$ cat src/rtl/pu_pkg.sv
package pu_pkg;
  typedef enum logic [1:0] {
    A_NEXT = 2'd0,
    A_EN   = 2'd1,
    A_TSEL = 2'd2,
    A_PAT  = 2'd3
  } pu_addr_e;
endpackage

$ cat src/rtl/pu_regfile.sv
module pu_regfile #(
  parameter int DW  = 16,
  parameter int TSW = 8
) (
  input  logic           clk,
  input  logic           rst_n,
  input  logic           wr_en,
  input  logic [1:0]     addr,
  input  logic [DW-1:0]  wdata,
  output logic [DW-1:0]  nd_q,
  output logic [DW-1:0]  en_q,
  output logic [TSW-1:0] tsel_q
);
  import pu_pkg::*;

  always_ff @(posedge clk) begin
    if (!rst_n) begin
      nd_q   <= '0;
      en_q   <= '0;
      tsel_q <= '1;
    end else if (wr_en) begin
      case (pu_addr_e'(addr))
        A_NEXT:  nd_q   <= wdata;
        A_EN:    en_q   <= wdata;
        A_TSEL:  tsel_q <= wdata[TSW-1:0];
        default: ;
      endcase
    end
  end
endmodule

$ cat src/rtl/pu_group.sv
module pu_group #(
  parameter int GW       = 4,
  parameter int CHANNELS = 4,
  localparam int SEL_W   = $clog2(CHANNELS)
) (
  input  logic                clk,
  input  logic                rst_n,
  input  logic [CHANNELS-1:0] cm,
  input  logic [SEL_W-1:0]    sel,
  input  logic [GW-1:0]       en,
  input  logic [GW-1:0]       nd,
  output logic [GW-1:0]       q
);
  logic trig;
  assign trig = cm[sel];

  always_ff @(posedge clk) begin
    if (!rst_n)    q <= '0;
    else if (trig) q <= (q & ~en) | (nd & en);
  end
endmodule

$ cat src/rtl/pattern_unit.sv
module pattern_unit #(
  parameter int GROUPS   = 4,
  parameter int GROUP_W  = 4,
  parameter int CHANNELS = 4,
  localparam int SEL_W   = $clog2(CHANNELS),
  localparam int DW      = GROUPS * GROUP_W,
  localparam int TSW     = GROUPS * SEL_W
) (
  input  logic                clk,
  input  logic                rst_n,
  input  logic                standby,
  input  logic                wr_en,
  input  logic [1:0]          addr,
  input  logic [DW-1:0]       wdata,
  output logic [DW-1:0]       rdata,
  input  logic [CHANNELS-1:0] cm_i,
  output logic [DW-1:0]       pat_o
);
  import pu_pkg::*;

  logic [DW-1:0]       nd_q, en_q;
  logic [TSW-1:0]      tsel_q;
  logic [CHANNELS-1:0] cm_act;

  assign cm_act = standby ? '0 : cm_i;

  pu_regfile #(.DW(DW), .TSW(TSW)) i_regs (
    .clk(clk), .rst_n(rst_n), .wr_en(wr_en), .addr(addr), .wdata(wdata),
    .nd_q(nd_q), .en_q(en_q), .tsel_q(tsel_q)
  );

  for (genvar g = 0; g < GROUPS; g++) begin : g_grp
    pu_group #(.GW(GROUP_W), .CHANNELS(CHANNELS)) i_grp (
      .clk(clk), .rst_n(rst_n), .cm(cm_act),
      .sel(tsel_q[g*SEL_W +: SEL_W]),
      .en(en_q[g*GROUP_W +: GROUP_W]),
      .nd(nd_q[g*GROUP_W +: GROUP_W]),
      .q(pat_o[g*GROUP_W +: GROUP_W])
    );
  end

  always_comb begin
    case (pu_addr_e'(addr))
      A_NEXT:  rdata = nd_q;
      A_EN:    rdata = en_q;
      A_TSEL:  rdata = {{(DW-TSW){1'b0}}, tsel_q};
      default: rdata = pat_o;
    endcase
  end
endmodule

$ cat config.mk
export PLATFORM = sky130hd
export DESIGN_NAME = pattern_unit
export DESIGN_NICKNAME = d
export VERILOG_FILES = /design/src/rtl/pu_pkg.sv /design/src/rtl/pu_regfile.sv /design/src/rtl/pu_group.sv /design/src/rtl/pattern_unit.sv
export SDC_FILE = /design/constraint.sdc
export NUM_CORES = 1
export LEC_CHECK = 0
export BUFFER_PORTS_ARGS = -buffer_cell sky130_fd_sc_hd__buf_2
export CAP_MARGIN = 10
export CORE_MARGIN = 2
export CORE_UTILIZATION = 40
export CTS_BUF_LIST = sky130_fd_sc_hd__clkbuf_16
export DETAILED_ROUTE_END_ITERATION = 12
export PLACE_DENSITY = 0.57
export SYNTH_ARGS = -nofsm -noshare
export SYNTH_HDL_FRONTEND = slang
export SYNTH_SLANG_ARGS = --single-unit
$ cat constraint.sdc
create_clock -name clk -period 3.6 [get_ports clk]
set_input_delay 0.9 -clock clk [delete_from_list [all_inputs] [get_ports clk]]
set_output_delay 0.9 -clock clk [all_outputs]
set_load 0.01 [all_outputs]
## After elaboration in Yosys (flattened, before gate mapping)

Cells that the tools add are included.

| storage, ports and cells | value |
|---|---|
| bits in registers | 56 |
| bits of input ports | 26 |
| logic and storage cells | 43 |
| output and inout port bits | 32 |

| cells by class | value |
|---|---|
| magnitude comparators | 4 |
| eq/ne operators | 2 |
| mux-type cells | 10 |
| bitwise logic cells | 16 |
| reduce and logical (&&, ||, !) cells | 4 |

Operator list:

| operator | count |
|---|---|
| 16-bit one-hot mux with 3 select lines | 1 |
| 4-bit AND | 8 |
| 4-bit inverter | 4 |
| 4-bit bitwise OR | 4 |
| 2-bit by 3-bit < comparator with 1-bit output, second input constant | 4 |
| 1-bit binary-select mux with 2-bit select | 4 |
| 2-bit AND reduction | 3 |
| 1-bit two-way mux | 4 |
| 4-bit two-way mux | 1 |
| 2-bit by 1-bit == test with 1-bit output, second input constant | 1 |
| 2-bit == test, second input constant | 1 |
| 2-bit logical NOT | 1 |

## Logic depth before layout (Yosys ltp)

| depth | value |
|---|---|
| word-level depth | 3 |
| gate-level depth with buffers | 5 |
| depth with buffers taken out | 3 |

## By module

Synthesis repeated with hierarchy kept, for this count alone.

| second synthesis, totals | value |
|---|---|
| cell total of the unflattened synthesis | 267 |
| area total of the unflattened synthesis | 2782.7 µm² |

Modules (own cells, without submodules):

| module | area an instance (µm²) | times used | cells each | sequential area each (µm²) |
|---|---|---|---|---|
| pu_regfile | 1621.6 | 1 | 161 | 800.8 |
| pu_group | 181.4 | 4 | 18 | 80.1 |
| pattern_unit | 435.4 | 1 | 34 | 0.0 |

## Worst setup path after synthesis

No wires, ideal clock.

| timing | value |
|---|---|
| path kind | input-to-output |
| start | input addr[0] |
| end | output rdata[11] |
| required time | 2.700 ns |
| buffers on the path | 2 |
| data arrival time | 1.635 ns |
| slack | 1.065 ns |
| stages on the path | 4 |
| cell sequence | buf_4 buf_4 mux2i_1 o21ai_0 |

| on the way | value |
|---|---|
| longest elaborated chain between the ends | 2 |
| elaborated cells between the ends (all ways) | 4 |
| those cells by class | eq/ne (2); mux (1); reduce/logical (1) |

RTL lines:

| element | line | source |
|---|---|---|
| start, declared | pattern_unit.sv:13 | `input logic [1:0] addr,` |
| 2-bit == test (tied with other cells) | pattern_unit.sv:43 | `case (pu_addr_e'(addr))` |
| 16-bit one-hot mux with 3 select lines * | pattern_unit.sv:43 |  |
| end, declared | pattern_unit.sv:15 | `output logic [DW-1:0] rdata,` |

Every way passes the cells marked *; elsewhere a longest branch is shown, timed or not.

## Worst setup path after layout

| timing | value |
|---|---|
| start | input addr[1] |
| end | output rdata[12] |

The elaborated chain is that of the path after synthesis.

==> results.yml <==
finish:
  area_delta_synth_final_pct: 15.2
  nFillCells: 746
  antenna_cells: 0
  register_area_um2: 1120
  nets: 411
  multi_input_area_um2: 1700
  finalInstanceArea_um2: 3420
  drive_gt1_share_pct: 19.9
floorplan:
  start_util_pct: 41.1
  core-area_um2: 7210
  io_pins: 58
  die_h_um: 90.1
  die_w_um: 90.1
  rows: 31
  die_area_um2: 8120
detailed_routing:
  totalWireLength_um: 7490
  via_count: 2517
  drt-initial-drc-count: 117
  routedWlPerCell_um: 15.4
  firstDrtPassIters: 4
  via_per_inst: 5.19
  drt_drc_violations_left: 0
  postRouteAntennaNets: 0
yosys:
  synth-main-ff-cell: "dfxtp_1"
  yosysTopAreaCellShare_pct: 37.8
  synth_warnings: 0
  synth_cell_types: 21
  synthTopCellsByArea: "dfxtp_1 38%, nand2_1 17%, mux2i_1 11%"
  syn-cell-area_um2: 2970
  syn_area_per_cell_um2: 8.57
  syn_inst: 346
  synth-seq-cells: 56
  yosysMostFrequentCell: "nand2_1"
  synth_top_cells_by_count: "136 x nand2_1, 56 x dfxtp_1, 32 x mux2i_1, 21 x a21boi_0, 17 x or3b_1"
  synth_seq_area_share_pct: 37.8
  syn_nets: 372
  synth_async_sr_flop_share_pct: 0
  synth.largest_area_cell: "dfxtp_1"
  synth-edff-count: 0
worst_setup_path:
  worst-path-stages: 5
  cp_slowest_cell: "and2_1"
  cp.required_ns: 2.70
  crit_start: "addr[1]"
  cp_max_fo: 23
  cp_top_family: "buffers and inverters"
  critical_path_buf_inv_count: 2
  cp.arrival_ns: 2.19
  r2r_cells: 3
  path_cells: "buf_2 > and2_1 > nand2_1 > o21ai_0 > buf_2"
  worstSetupStartpointType: "primary input"
  cp_common_cell: "buf_2"
  critPathKind: "primary input to output pin"
  r2r-start: "i_regs.tsel_q[0]"
  endpoint_kind: "output pin"
  cpPeakStageDelay_ns: 0.48
  regToRegSetupSlack_ns: 2.21
  critPathCapture: "rdata[12]"
clocking:
  cts_resized: 0
  ctsHoldBuffers: 0
  cts_max_level: 2
  clk_pin_slew_worst_paths_ns: 0.07
  cts_root_buffer: "clkbuf_16"
  cts_tree: "yes"
  cts_setup_buffers: 0
  clock_latency_ns: 0.29
  clk_path_buf_depth: 2
  cts_made_buffers: 5
  cts_sinks: 56
worst_hold_path:
  hold_path.class: "flop to flop"
  hold_depth: 2
  hp-start: "i_regs.nd_q[10]"
grt:
  overflow: 0
  grt_pass1_vias: 2410
  grt_usage_pct: 18.9
  grt_start_max_net_pins: 73
  grt_pass1_wl_um: 12400
  antenna_found_initial: 0
power_and_ir_drop:
  vdd_drop_max_uv: 195
  leakagePower_nw: 1.31
  power.total_mw: 1.35
  powerDensity_nw_per_um2: 394
sta:
  max_freq_mhz: 324
  slew_headroom_pct: 39.9
  fin_crit_sh_pct: 85.8
  tightest_slew_ns: 0.900
  rsz0062_at_grt: "no"
  finalHoldViolations: 0
  drv_slew: 0
  finClkSkew_ns: 0.00327
  setup_viol: 0
  period_needed_ns: 3.09
  setup-tns-final_ns: 0
outcome:
  status: "complete, no violations"
placement:
  io_buffers: 57
  gp_routability_congestion: 0.738
  dp_hpwl_um: 4990
  dpl-instance-area_um2: 3230
job:
  maxCapViolCount: 0
==> area by class of cell <==
| type | instances | share of cell area, % |
|---|---|---|
| Multi-Input combinational cell | 263 | 49.7 |
| Tap cell | 99 | 3.63 |
| Clock buffer | 5 | 3.66 |
| Timing Repair Buffer | 59 | 9.15 |
| Clock inverter | 3 | 1.10 |
| Sequential cell | 56 | 32.8 |
==> layer usage <==
layer | vias up | wire length, um | global-route usage [%]
met5 | - | 0 | 0
met4 | 0 | 50 | 3.72
met3 | 5 | 370 | 3.44
met2 | 60 | 3580 | 30.3
met1 | 1175 | 3490 | 26.9
li1 | 1277 | - | -
==> layout by cell type (no fill, tap or decap) <==
cell type	synthesis	final
o32ai_2	2	2
or3b_1	17	17
o32ai_1	14	14
and2_1	1	1
mux4_2	8	8
nand2_1	136	136
nand3_1	8	8
a21boi_0	21	21
nand3b_1	1	1
bufinv_16	0	1
buf_12	0	1
o21ai_0	8	8
clkbuf_16	0	5
a21boi_1	11	11
clkinv_1	0	2
buf_2	5	57
nor3b_4	1	1
mux2i_1	32	32
buf_4	4	1
dfxtp_1	56	56
nand3b_2	1	1
and3b_1	2	2
==> cells by family (layout without fill, tap and decap cells) <==
logic type	Yosys count	in the layout	synth area share (%)
mux	40	40	16.9
simple gates	167	167	25.6
flops	56	56	37.8
buf+inv	27	67	5.02
compound gates	56	56	14.7
==> tightest hold or removal path, delay by kind of cell, from the launching register on <==
kind	cells	cell delay [ns]
DFF	1	0.32
AOI/OAI and AO/OA	1	0.05
and+or+nand+nor	1	0.05
==> stage by stage <==
stage                     hold WS, ns  utilization [%]  worst slack (ns)  instances
after floorplan                 0.445                -              1.07        346
after global placement          0.454             44.8             0.454        476
after detailed placement        0.460             44.8             0.455        476
after CTS                       0.473             47.1             0.455        484
after global routing            0.483             47.4             0.342        485
final                           0.470             47.4             0.510        485
==> worst min path at each step <==
stage / to / slack (ns)
after floorplan: i_regs.nd_q[2] / 0.45
after global placement: flop / 0.45
after detailed placement: flop / 0.46
after CTS: flop / 0.47
after global routing: flop / 0.48
final: i_regs.nd_q[10] / 0.47
==> report_power, final <==
part	internal (mW)	switching [mW]	leakage (nW)	total, mW
registers	0.636	0.0185	0.455	0.654
logic	0.0605	0.0881	0.777	0.149
clock network	0.324	0.219	0.0789	0.543
Note: power is estimated with default switching activity, not from simulation.
